<file path="config.mk">
export PLATFORM = sky130hd
export DESIGN_NAME = hpt_walker
export DESIGN_NICKNAME = d
export VERILOG_FILES = /design/src/rtl/hpt_pkg.sv /design/src/rtl/hpt_group_addr.sv /design/src/rtl/hpt_entry_match.sv /design/src/rtl/hpt_access.sv /design/src/rtl/hpt_walker.sv
export SDC_FILE = /design/constraint.sdc
export NUM_CORES = 1
export LEC_CHECK = 0
export CAP_MARGIN = 20
export CORE_ASPECT_RATIO = 0.7
export CORE_UTILIZATION = 40
export CTS_BUF_LIST = sky130_fd_sc_hd__clkbuf_4 sky130_fd_sc_hd__clkbuf_8 sky130_fd_sc_hd__clkbuf_16
export CTS_CLUSTER_DIAMETER = 150
export DETAILED_ROUTE_END_ITERATION = 8
export PLACE_DENSITY = 0.76
export SLEW_MARGIN = 40
export SYNTH_ARGS = -nofsm -noshare
export SYNTH_HDL_FRONTEND = slang
export SYNTH_SLANG_ARGS = --single-unit
</file>
<file path="constraint.sdc">
create_clock -name clk -period 4.05 [get_ports clk]
set_clock_uncertainty 0.2 [all_clocks]
set_input_delay 0.6075 -clock clk [delete_from_list [all_inputs] [get_ports clk]]
set_output_delay 0.6075 -clock clk [all_outputs]
set_load 0.02 [all_outputs]
</file>
<file path="src/rtl/hpt_pkg.sv">
package hpt_pkg;
  typedef enum logic [1:0] {
    ST_HIT      = 2'd0,
    ST_MISS     = 2'd1,
    ST_PROT     = 2'd2,
    ST_CONFLICT = 2'd3
  } walk_status_e;

  localparam logic [31:0] TAG_MASK   = 32'h7FFF_FFBF;
  localparam logic [31:0] AGREE_MASK = 32'hFFFF_F07B;
  localparam int          REF_BIT    = 8;
  localparam int          CHG_BIT    = 7;
  localparam int          VALID_BIT  = 31;
  localparam int          SEL_BIT    = 6;
endpackage

</file>
<file path="src/rtl/hpt_group_addr.sv">
module hpt_group_addr #(
  parameter int VSID_W = 24,
  parameter int PIDX_W = 16
) (
  input  logic [VSID_W-1:0] vsid,
  input  logic [PIDX_W-1:0] page_idx,
  input  logic [31:0]       table_cfg,
  input  logic              sel,
  output logic [31:0]       group_base
);
  logic [31:0] mix, h_pri, h_sec, gmask;

  assign mix        = 32'(vsid) ^ 32'(page_idx);
  assign h_pri      = (mix & 32'h0007_FFFF) << 6;
  assign h_sec      = ~h_pri & 32'h01FF_FFC0;
  assign gmask      = {7'd0, table_cfg[8:0], 16'hFFC0};
  assign group_base = (table_cfg & 32'hFFFF_0000) | ((sel ? h_sec : h_pri) & gmask);
endmodule

</file>
<file path="src/rtl/hpt_entry_match.sv">
module hpt_entry_match
  import hpt_pkg::*;
#(
  parameter int VSID_W = 24,
  parameter int PIDX_W = 16
) (
  input  logic [31:0]       word0,
  input  logic              sel,
  input  logic [VSID_W-1:0] vsid,
  input  logic [PIDX_W-1:0] page_idx,
  output logic              hit
);
  logic [31:0] tag;

  assign tag = (32'(vsid) << 7) | 32'(page_idx >> 10);
  assign hit = word0[VALID_BIT] && (word0[SEL_BIT] == sel) && ((word0 & TAG_MASK) == tag);
endmodule

</file>
<file path="src/rtl/hpt_access.sv">
module hpt_access (
  input  logic       key,
  input  logic [1:0] pp,
  output logic       can_r,
  output logic       can_w
);
  always_comb begin
    if (!key) begin
      can_r = 1'b1;
      can_w = (pp != 2'd3);
    end else begin
      unique case (pp)
        2'd0:    begin can_r = 1'b0; can_w = 1'b0; end
        2'd2:    begin can_r = 1'b1; can_w = 1'b1; end
        default: begin can_r = 1'b1; can_w = 1'b0; end
      endcase
    end
  end
endmodule

</file>
<file path="src/rtl/hpt_walker.sv">
module hpt_walker
  import hpt_pkg::*;
#(
  parameter int VSID_W = 24,
  parameter int PIDX_W = 16,
  parameter int SLOTS  = 8
) (
  input  logic              clk,
  input  logic              rst,
  input  logic              start,
  input  logic [VSID_W-1:0] vsid,
  input  logic              seg_ks,
  input  logic              seg_kp,
  input  logic              prob_state,
  input  logic [PIDX_W-1:0] page_idx,
  input  logic [31:0]       table_cfg,
  input  logic              is_write,
  output logic [31:0]       mem_addr,
  output logic              mem_rd,
  output logic              mem_wr,
  output logic [31:0]       mem_wdata,
  input  logic [31:0]       mem_rdata,
  output logic              done,
  output logic [1:0]        status,
  output logic [19:0]       rpn,
  output logic              perm_r,
  output logic              perm_w
);
  localparam int SLOT_W = $clog2(SLOTS);
  localparam int WORDS  = 2 * SLOTS;
  localparam int IDX_W  = $clog2(WORDS);
  localparam int CNT_W  = IDX_W + 1;

  typedef enum logic [1:0] {S_IDLE, S_SCAN, S_DECIDE, S_STORE} state_e;

  state_e            state_q;
  logic [VSID_W-1:0] vsid_q;
  logic [PIDX_W-1:0] pidx_q;
  logic [31:0]       cfg_q;
  logic              wr_q, key_q, pass_q;
  logic [CNT_W-1:0]  cnt_q;
  logic              rv_q;
  logic [IDX_W-1:0]  ri_q;
  logic [31:0]       w0_q, keep_q, st_data_q;
  logic              found_q, clash_q;
  logic [SLOT_W-1:0] good_q;
  logic              done_q, pr_q, pw_q;
  logic [1:0]        status_q;
  logic [19:0]       rpn_q;

  logic [31:0] grp_base;
  logic        ent_hit, can_r, can_w, grant, eff_w, issue;
  logic [31:0] new_w1;

  hpt_group_addr #(.VSID_W(VSID_W), .PIDX_W(PIDX_W)) u_addr (
    .vsid(vsid_q), .page_idx(pidx_q), .table_cfg(cfg_q), .sel(pass_q), .group_base(grp_base)
  );

  hpt_entry_match #(.VSID_W(VSID_W), .PIDX_W(PIDX_W)) u_match (
    .word0(w0_q), .sel(pass_q), .vsid(vsid_q), .page_idx(pidx_q), .hit(ent_hit)
  );

  hpt_access u_acc (.key(key_q), .pp(keep_q[1:0]), .can_r(can_r), .can_w(can_w));

  assign issue  = (state_q == S_SCAN) && (cnt_q < CNT_W'(WORDS));
  assign grant  = wr_q ? can_w : can_r;
  assign eff_w  = can_w && (keep_q[CHG_BIT] || (wr_q && grant));
  assign new_w1 = keep_q | (32'd1 << REF_BIT) | ((wr_q && grant) ? (32'd1 << CHG_BIT) : 32'd0);

  assign mem_rd    = issue;
  assign mem_wr    = (state_q == S_STORE);
  assign mem_wdata = st_data_q;
  assign mem_addr  = (state_q == S_STORE) ? grp_base + (32'(good_q) << 3) + 32'd4
                                          : grp_base + (32'(cnt_q) << 2);

  assign done   = done_q;
  assign status = status_q;
  assign rpn    = rpn_q;
  assign perm_r = pr_q;
  assign perm_w = pw_q;

  always_ff @(posedge clk) begin
    if (rst) begin
      state_q   <= S_IDLE;
      vsid_q    <= '0;
      pidx_q    <= '0;
      cfg_q     <= '0;
      wr_q      <= 1'b0;
      key_q     <= 1'b0;
      pass_q    <= 1'b0;
      cnt_q     <= '0;
      rv_q      <= 1'b0;
      ri_q      <= '0;
      w0_q      <= '0;
      keep_q    <= '0;
      st_data_q <= '0;
      found_q   <= 1'b0;
      clash_q   <= 1'b0;
      good_q    <= '0;
      done_q    <= 1'b0;
      status_q  <= ST_HIT;
      rpn_q     <= '0;
      pr_q      <= 1'b0;
      pw_q      <= 1'b0;
    end else begin
      done_q <= 1'b0;
      rv_q   <= issue;
      ri_q   <= cnt_q[IDX_W-1:0];
      unique case (state_q)
        S_IDLE: begin
          if (start) begin
            vsid_q  <= vsid;
            pidx_q  <= page_idx;
            cfg_q   <= table_cfg;
            wr_q    <= is_write;
            key_q   <= prob_state ? seg_kp : seg_ks;
            pass_q  <= 1'b0;
            cnt_q   <= '0;
            found_q <= 1'b0;
            clash_q <= 1'b0;
            state_q <= S_SCAN;
          end
        end
        S_SCAN: begin
          if (issue) cnt_q <= cnt_q + 1'b1;
          if (rv_q) begin
            if (!ri_q[0]) begin
              w0_q <= mem_rdata;
            end else if (ent_hit) begin
              if (!found_q) begin
                found_q <= 1'b1;
                keep_q  <= mem_rdata;
                good_q  <= ri_q[IDX_W-1:1];
              end else if (((keep_q ^ mem_rdata) & AGREE_MASK) != 32'd0) begin
                clash_q <= 1'b1;
              end
            end
            if (ri_q == IDX_W'(WORDS - 1)) state_q <= S_DECIDE;
          end
        end
        S_DECIDE: begin
          if (clash_q) begin
            status_q <= ST_CONFLICT;
            rpn_q    <= '0;
            pr_q     <= 1'b0;
            pw_q     <= 1'b0;
            done_q   <= 1'b1;
            state_q  <= S_IDLE;
          end else if (!found_q) begin
            if (!pass_q) begin
              pass_q  <= 1'b1;
              cnt_q   <= '0;
              state_q <= S_SCAN;
            end else begin
              status_q <= ST_MISS;
              rpn_q    <= '0;
              pr_q     <= 1'b0;
              pw_q     <= 1'b0;
              done_q   <= 1'b1;
              state_q  <= S_IDLE;
            end
          end else begin
            status_q  <= grant ? ST_HIT : ST_PROT;
            rpn_q     <= keep_q[31:12];
            pr_q      <= can_r;
            pw_q      <= eff_w;
            st_data_q <= new_w1;
            if (new_w1 != keep_q) begin
              state_q <= S_STORE;
            end else begin
              done_q  <= 1'b1;
              state_q <= S_IDLE;
            end
          end
        end
        S_STORE: begin
          done_q  <= 1'b1;
          state_q <= S_IDLE;
        end
        default: state_q <= S_IDLE;
      endcase
    end
  end
endmodule

</file>
# --- Word-level counts from Yosys, hierarchy flattened ---
# Index checks and enable logic that the tools add are counted.
word_totals:
  regBits: 213
  in_bits: 111
  output_inout_bits: 91
  elab_cells: 133
classes:
  n_addsub: 4
  order_cmp: 1
  eq_ne: 20
  muxes: 54
  n_bitwise: 10
  reduce_logical: 23
op_table:
  columns: ["cell", "count"]
  rows:
  - ["2-to-1 mux 20 bit", 3]
  - ["adder 32 x 3 -> 32 bit, second input constant", 1]
  - ["adder 32 x 6 -> 32 bit", 1]
  - ["adder 32 x 7 -> 32 bit", 1]
  - ["2-to-1 mux 32 bit", 1]
  - ["inequality test 32 bit", 1]
  - ["OR 32 x 25 -> 32 bit", 1]
  - ["OR 32 x 8 -> 32 bit", 1]
  - ["nonzero test 32 bit", 1]
  - ["bitwise XOR 32 bit", 1]
  - ["equality test 31 bit", 1]
  - ["OR 31 x 6 -> 31 bit", 1]
  - ["2-to-1 mux 1 bit", 27]
  - ["AND 25 bit", 1]
  - ["2-to-1 mux 25 bit", 1]
  - ["2-to-1 mux 5 bit", 5]
  - ["NOT 25 bit", 1]
  - ["2-to-1 mux 2 bit", 10]
  - ["inequality test 2 bit, second input constant", 10]
  - ["bitwise XOR 19 x 16 -> 19 bit", 1]
  - ["one-hot mux 5 bit (3 select lines)", 1]
  - ["AND reduction 5 bit", 2]
  - ["AND reduction 3 bit", 3]
  - ["2-to-1 mux 8 bit", 1]
  - ["other kinds (19)", 35]

# --- Depth between registers and ports, before layout ---
# Gate-level depths: netlist of the first run.
depth:
  depth_word: 12
  depth_mapped: 12
  ltp_nobuf: 10

# --- Modules after synthesis ---
# A second synthesis of the first run with hierarchy kept.
hier_totals:
  cells_unflattened: 1164
  area_unflattened_um2: 9491.6
modules_own_cells:
  columns: ["module", "instances", "cells_each", "area_each_um2", "seq_area_each_um2"]
  rows:
  - ["hpt_walker", 1, 1066, 8584.5, 4264.1]
  - ["hpt_group_addr", 1, 54, 531.8, 0.0]
  - ["hpt_entry_match", 1, 42, 356.6, 0.0]
  - ["hpt_access", 1, 2, 18.8, 0.0]

# --- Worst setup path before layout of the first run ---
# No wires, ideal clock.
synth_timing:
  path_kind: "register to output"
  from: "register pass_q"
  to: "output port mem_addr[31]"
  arrival_ns: 3.003
  t_required_ns: 3.242
  setup_slack_ns: 0.240
  path_stages_with_launch: 12
  path_cell_list: "dfxtp_1 > buf_6 > buf_6 > clkbuf_1 > xnor2_1 > ha_1 > a21boi_0 > or4b_1 > a22oi_4 > nand4_4 > nor4_4 > xor2_1"
synth_via:
  elab_chain_len: 6
  elab_cells_between_ends: 7
synth_rtl:
  columns: ["item", "line", "text"]
  rows:
  - ["start, declared", "hpt_walker.sv:40", "logic wr_q, key_q, pass_q;"]
  - ["start signal, assigned", "hpt_walker.sv:90", "pass_q <= 1'b0;"]
  - ["start signal, assigned", "hpt_walker.sv:117", "pass_q <= 1'b0;"]
  - ["start signal, assigned", "hpt_walker.sv:151", "pass_q <= 1'b1;"]
  - ["2-to-1 mux 25 bit *", "hpt_group_addr.sv:17", "assign group_base = (table_cfg & 32'hFFFF_0000) | ((sel ? h_sec : h_pri) & gmask);"]
  - ["AND 25 bit *", "hpt_group_addr.sv:17", null]
  - ["OR 32 x 25 -> 32 bit *", "hpt_group_addr.sv:17", null]
  - ["adder 32 x 6 -> 32 bit", "hpt_walker.sv:73", "assign mem_addr = (state_q == S_STORE) ? grp_base + (32'(good_q) << 3) + 32'd4"]
  - ["adder 32 x 3 -> 32 bit", "hpt_walker.sv:73", null]
  - ["2-to-1 mux 32 bit *", "hpt_walker.sv:73", null]
  - ["end, declared", "hpt_walker.sv:18", "output logic [31:0] mem_addr,"]
# Mark *: on every way between the ends. The rest lies on a longest branch, timed or not.

# --- Worst setup path after layout of the first run ---
layout_timing:
  from: "register vsid_q[0]"
  to: "output port mem_addr[27]"
layout_via:
  elab_chain_len: 8
  elab_cells_between_ends: 9
layout_rtl:
  columns: ["item", "line", "text"]
  rows:
  - ["start, declared", "hpt_walker.sv:37", "logic [VSID_W-1:0] vsid_q;"]
  - ["start signal, assigned", "hpt_walker.sv:112", "vsid_q <= vsid;"]
  - ["bitwise XOR 19 x 16 -> 19 bit *", "hpt_group_addr.sv:13", "assign mix = 32'(vsid) ^ 32'(page_idx);"]
  - ["NOT 25 bit", "hpt_group_addr.sv:15", "assign h_sec = ~h_pri & 32'h01FF_FFC0;"]
  - ["2-to-1 mux 25 bit *", "hpt_group_addr.sv:17", null]
  - ["AND 25 bit *", "hpt_group_addr.sv:17", null]
  - ["OR 32 x 25 -> 32 bit *", "hpt_group_addr.sv:17", null]
  - ["adder 32 x 6 -> 32 bit", "hpt_walker.sv:73", null]
  - ["adder 32 x 3 -> 32 bit", "hpt_walker.sv:73", null]
  - ["2-to-1 mux 32 bit *", "hpt_walker.sv:73", null]
# Marks and branches as above.

==> results.ini, run 1 <==
[outcome]
outcome = finished, final reports clean

[clock_tree]
tritoncts = done
root_buffer = clkbuf_16
cts_hold_buffers = 0
cts-htree-levels = 1
numCtsBuffers = 21
cts_buffer_depth = 3
clk_pin_slew_ps = 60
cts.sinks = 206
clk_latency_ps = 500

[worst_setup_path]
worstSetupEndpointType = primary output
crit_chain = xnor2_2, xnor2_2, ha_2, a21boi_2, or4b_4, a22oi_4, buf_12, nand4_4, nor2_1, xor2_1, clkdlybuf4s15_2
cp-start-kind = flop
timing.rr.start = state_q[0]$_SDFFE_PP0P_
cp_slowest_cell = or4b_4
crit_family = simple AND/OR/NAND/NOR gates
crit_path_start = vsid_q[0]$_SDFFE_PP0P_
critPathArrivalTime_ps = 3110
critPathKind = flop to primary output
max_stage_delay_ps = 510
crit_path_max_fanout = 7
cp.required_ps = 3240
path_buf_inv = 2
cpMostUsedCell = xnor2_2

[synthesis]
yosysWarnings = 0
avgSynthCellArea_um2 = 8.29
yosysUniqueCellTypes = 53
synth_adder_area_share_pct = 0.423
synth_edf_count = 0
netlist_area_um2 = 8870
synth.largest_area_cell = dfxtp_1
synth_mux_area_share_pct = 4.55
synth_top_family_by_area = simple AND/OR/NAND/NOR gates
yosys.cell_count.top_type = nand2_1
yosys.area_share.simple_pct = 21.4
synthXorXnorAreaFrac_pct = 11.9
synthFlopType = dfxtp_1
netlist_instances = 1070
ys_top_cells_by_area = dfxtp_1, nand2_1, a21oi_1
ys_seq_elements = 206
yosysSeqAreaShare_pct = 46.5
synth_compound_area_share_pct = 11.8
yosysTopAreaCellShare_pct = 46.5
async_reset_ff_share_pct = 0
ys_top_cells_by_count = nand2_1, dfxtp_1, a21oi_1

[timing]
period_share_pct = 96.8
max_slew_margin_pct = 46.9
worstMarginPinSlew_ps = 797
rsz0062_at_grt = true
fin_hold_ws_ps = 251
finalMaxSlewViolations = 0
post-route-min-period_ps = 3920
setup_violations = 0
max_freq_mhz = 255
final-hold-violation-count = 0

[detailed_routing]
routed_wl_um = 24600
wl_per_cell_um = 16.0
postRouteAntennaNets = 0
via_count = 7784
drtIter0Drc = 427
drc = 0
viasPerCell = 5.07
first_pass_iters = 5

[power]
vdd_drop_max_v = 0.000301
leakagePower_nw = 4.26
powerDensity_nw_per_um2 = 395
finalPower_mw = 4.67

[layout]
syn_to_final_growth_pct = 33.4
drive_gt1_share_pct = 8.07
design_area_um2 = 11800
antenna_cells = 0
finish.net_count = 1353

[floorplan]
start_util_pct = 40.8
die_y_um = 127
io_pins = 202
coreArea_um2 = 21700
die_w_um = 180
rows = 45
dieArea_um2 = 22800

[global_routing]
grt_pass1_vias = 7367
grt_max_degree = 120
antenna_found_initial = 0
grt_first_pass_wirelength_um = 38700
grt-ovfl-total = 0
grtUsageTotal_pct = 21.1

[min_path]
holdCritStartpoint = cfg_q[22]$_SDFFE_PP0P_
hold_path.class = flop to flop

[flow_run]
cap_violations = 0

[placed_design]
placed_cell_area_um2 = 11000
hpwl_um = 17600
gp_congestion = 0.862
port_buffers = 192

## logic make-up (layout without fill, tap and decap cells)
logic type,Yosys count,after routing
DFF,206,206
adders and majority gates,3,3
and+or+nand+nor,444,444
AOI/OAI and AO/OA,196,196
xor gates and xnor gates,109,109
muxes,40,40
buffers and inverters,71,252
other,1,2
## what timing repair did
action	4_1_cts	5_1_grt
buffers inserted	2	0
endpoints found under the hold margin	0	0
endpoints found under the setup margin	21	21
pin swaps	1	1
gates resized for setup	48	27
## path summary, 6_finish.rpt
kind | endpoint | slack [ps] | cells after the start
setup / recovery | mem_addr[27] | 130 | 11
hold / removal | cfg_q[22]$_SDFFE_PP0P_ | 250 | 2
setup reg to reg | good_q[0]$_SDFFE_PP0P_ | 960 | 7
hold reg to reg | cfg_q[22]$_SDFFE_PP0P_ | 250 | 2
## cells in the final DEF, fill, tap and decap left out, types with 2 or more instances in the layout
| cell | n |
|---|---|
| nor4_1 | 7 |
| nor2_1 | 60 |
| nor4_4 | 2 |
| buf_12 | 2 |
| xnor2_2 | 3 |
| xnor2_1 | 65 |
| mux2i_1 | 37 |
| nand2_1 | 301 |
| a21o_1 | 3 |
| nor3_1 | 7 |
| nand4_1 | 22 |
| clkbuf_2 | 4 |
| a21oi_1 | 169 |
| inv_1 | 5 |
| buf_4 | 17 |
| xor2_1 | 34 |
| clkbuf_16 | 21 |
| nand2b_1 | 6 |
| mux2_2 | 3 |
| nand3b_1 | 2 |
| bufinv_16 | 3 |
| clkdlybuf4s50_1 | 169 |
| conb_1 | 2 |
| nand2b_2 | 2 |
| nor2b_1 | 7 |
| clkbuf_8 | 6 |
| dfxtp_1 | 206 |
| nand3_1 | 8 |
| nor3_2 | 4 |
| or3_1 | 2 |
| ha_1 | 2 |
| clkdlybuf4s15_2 | 4 |
| xor3_1 | 6 |
| clkbuf_4 | 6 |
| buf_2 | 4 |
| dlygate4sd2_1 | 8 |
| o21ai_0 | 10 |
## power breakdown
part / switching [mW] / leakage [nW] / internal (mW)
registers: 0.0522 / 1.67 / 2.08
clock network: 0.777 / 0.369 / 1.28
logic: 0.254 / 2.22 / 0.233
total: 1.08 / 4.26 / 3.59
## registers in the layout (all words and copies together) (netlist names), 2 cells and up
signal / cells
vsid_q: 24
rpn: 20
ri_q: 4
cnt_q: 5
state_q: 2
pidx_q: 16
w0_q: 32
good_q: 3
cfg_q: 25
status: 2
mem_wdata: 32
keep_q: 32
## final cells by class
type                            instances  area [um^2]
Tap cell                              282          353
Fill cell                            2032         9890
Inverter                                5         18.8
Clock inverter                          4         98.8
Clock buffer                           32          639
Timing Repair Buffer                  211         2050
Multi-Input combinational cell        794         4550
Sequential cell                       206         4120
## metrics by stage
| stage | cells | setup WS [ps] | util, % | TNS, ps |
|---|---|---|---|---|
| floorplan | 1071 | 240 | - | 0 |
| global placement | 1496 | 72.7 | 50.7 | 0 |
| detailed placement | 1496 | -6.25 | 50.7 | -6.25 |
| CTS | 1534 | 27.9 | 54.3 | 0 |
| global route | 1534 | -30.6 | 54.5 | -59.8 |
| finish | 1534 | 128 | 54.5 | 0 |
## tightest hold or removal path, stage by stage, from the launching register on
cell and delay (ps):
dfxtp_1 310, nand2_1 50, a21oi_1 50
## layer usage
layer / global-route usage [%] / part of all wire [%]
met2: 33.8 / 44
met4: 3.27 / 1.4
met1: 30.0 / 49
met5: 0 / 0
met3: 3.90 / 5.0
(Power assumes the default switching activity.)
==> run 2: changes to the inputs <==
PLACE_DENSITY = 0.75   (was 0.76)
SYNTH_HIERARCHICAL = 1   (was default)
==> results.ini, run 2 <==
[floorplan]
start_util_pct = 40.9  ; about the same
dieArea_um2 = 23800  ; +4.3%
rows = 46  ; +2.2%
coreArea_um2 = 22700  ; +4.3%
io_pins = 202  ; unchanged
die_w_um = 184  ; +2.2%
die_y_um = 129  ; +2.1%

[timing]
setup_violations = 0  ; unchanged
final-hold-violation-count = 0  ; unchanged
setup_tns_ps = 0  ; unchanged
period_share_pct = 96.7  ; -0.17 points
fin_ws_ps = 134  ; +6.81 ps
max_slew_margin_pct = 47.0  ; +0.10 points
worstMarginPinSlew_ps = 795  ; -1.56 ps
post-route-min-period_ps = 3920  ; -6.81 ps
finalMaxSlewViolations = 0  ; unchanged
max_freq_mhz = 255  ; +0.17%
rsz0062_at_grt = false

[detailed_routing]
wl_met2_um = 11400  ; +4.8%
m1WireLength_um = 12600  ; +4.3%
drtIter0Drc = 650  ; +52%
via_count = 8192  ; +5.2%
first_pass_iters = 5  ; unchanged
viasPerCell = 5.07  ; about the same
drc = 0  ; unchanged
postRouteAntennaNets = 0  ; unchanged
dr.max_layer_used = met4
routed_wl_um = 25900  ; +5.6%
wl_per_cell_um = 16.0  ; +0.27%
wl_met3_um = 1560  ; +27%

[layout]
multi_input_area_um2 = 4830  ; +6.1%
mostFrequentLayoutCell = nand2_1
layout_common_cells = nand2_1, dfxtp_1, clkdlybuf4s50_1, a21oi_1, xor2_1
drive_gt1_share_pct = 6.75  ; -1.3 points
syn_to_final_growth_pct = 30.7
design_area_um2 = 12100  ; +2.3%
nFillCells = 2169  ; +6.7%
finish.net_count = 1412  ; +4.4%
seqCellArea_um2 = 4130  ; about the same
antenna_cells = 0  ; unchanged
final_cells = 1616  ; +5.3%

[clock_tree]
tritoncts = done
clk_pin_slew_ps = 60  ; about the same
cts_buffer_depth = 3  ; unchanged
clk_latency_ps = 510  ; about the same
cts.sinks = 206  ; unchanged
cts-htree-levels = 1  ; unchanged
cts_hold_buffers = 0  ; unchanged
root_buffer = clkbuf_16
numCtsBuffers = 21  ; unchanged

[placed_design]
placed_cells = 1578  ; +5.5%
placed_cell_area_um2 = 11300  ; +2.8%
port_buffers = 192  ; unchanged
gp_congestion = 0.871  ; +1.0%
preCtsSetupSlack_ps = 162  ; +168 ps
hpwl_um = 18700  ; +5.8%

[min_path]
hold_path.class = flop to flop

[worst_setup_path]
critPathKind = flop to primary output
cp-start-kind = flop
worstSetupEndpointType = primary output
critPathArrivalTime_ps = 3110  ; about the same
crit_path_max_fanout = 10  ; +3
cp.required_ps = 3240  ; about the same

[power]
leakagePower_nw = 4.49  ; +5.4%
finalPower_mw = 4.60  ; -1.6%
powerDensity_nw_per_um2 = 380  ; -3.8%
vdd_drop_max_v = 0.000282  ; -6.2%

[outcome]
outcome = finished, final reports clean

[global_routing]
antenna_found_initial = 0  ; unchanged
grt_max_degree = 105  ; -13%
grt_pass1_vias = 7782  ; +5.6%
grt_first_pass_wirelength_um = 40600  ; +4.9%
grt-ovfl-total = 0  ; unchanged
grtUsageTotal_pct = 21.5  ; +0.38 points

[flow_run]
cap_violations = 0  ; unchanged

[synthesis]
avgSynthCellArea_um2 = 8.15  ; -1.7%
netlist_instances = 1136  ; +6.2%
yosysWarnings = 6  ; +6
netlist_area_um2 = 9260  ; +4.4%

==> run 2: timing repair <==
item | in CTS | in global routing
endpoints found under the setup margin | 25 | 18
pin swaps | 1 | 0
cloned | 0 | 0
buffers inserted | 1 | 0
resized for setup | 7 | 15
==> run 2: critical path, stage by stage (launching register included) <==
cell	delay, ps
dfxtp_4	430
buf_6	230
xnor2_2	180
nand4_1	200
nor2_2	250
nand3_2	200
nor4_2	340
xnor2_1	160
clkdlybuf4s50_1	640
==> run 2: area by class of cell <==
type,count,area share (%)
flip-flops and latches,206,34.1
repair buffers,209,17.1
inverters,7,0.217
well taps,312,3.22
clock inverters,8,0.434
multi-input cells,845,39.9
clock buffers,29,5.04
==> run 2: report_power, final <==
group / switching, mW / internal (mW) / leakage (nW)
Combinational: 0.312 / 0.296 / 2.49
Clock: 0.803 / 1.06 / 0.331
Sequential: 0.0492 / 2.08 / 1.67
Total: 1.16 / 3.43 / 4.49
==> run 2: worst paths after layout <==
path | start | to | slack, ps | depth (start not counted)
worst min register to register | keep_q[9]$_SDFFE_PP0P_ | mem_wdata[9]$_SDFFE_PP0P_ | 250 | 2
worst max-delay path | pass_q$_SDFFE_PP0P_ | mem_addr[27] | 130 | 8
worst min-delay path | keep_q[9]$_SDFFE_PP0P_ | mem_wdata[9]$_SDFFE_PP0P_ | 250 | 2
worst max register to register | vsid_q[14]$_SDFFE_PP0P_ | keep_q[13]$_SDFFE_PP0P_ | 1170 | 9
==> run 2: stage by stage <==
stage | util (%) | hold WS, ps
finish | 53.4 | 253
global route | 53.4 | 272
CTS | 53.0 | 256
detailed placement | 50.0 | 246
global placement | 50.0 | 242
floorplan | - | 232
==> run 2: routing by layer <==
metal,global-route usage [%],vias up
li1,-,4062
met1,30.6,3896
met2,33.8,205
met3,3.93,29
met4,4.51,0
met5,0,-
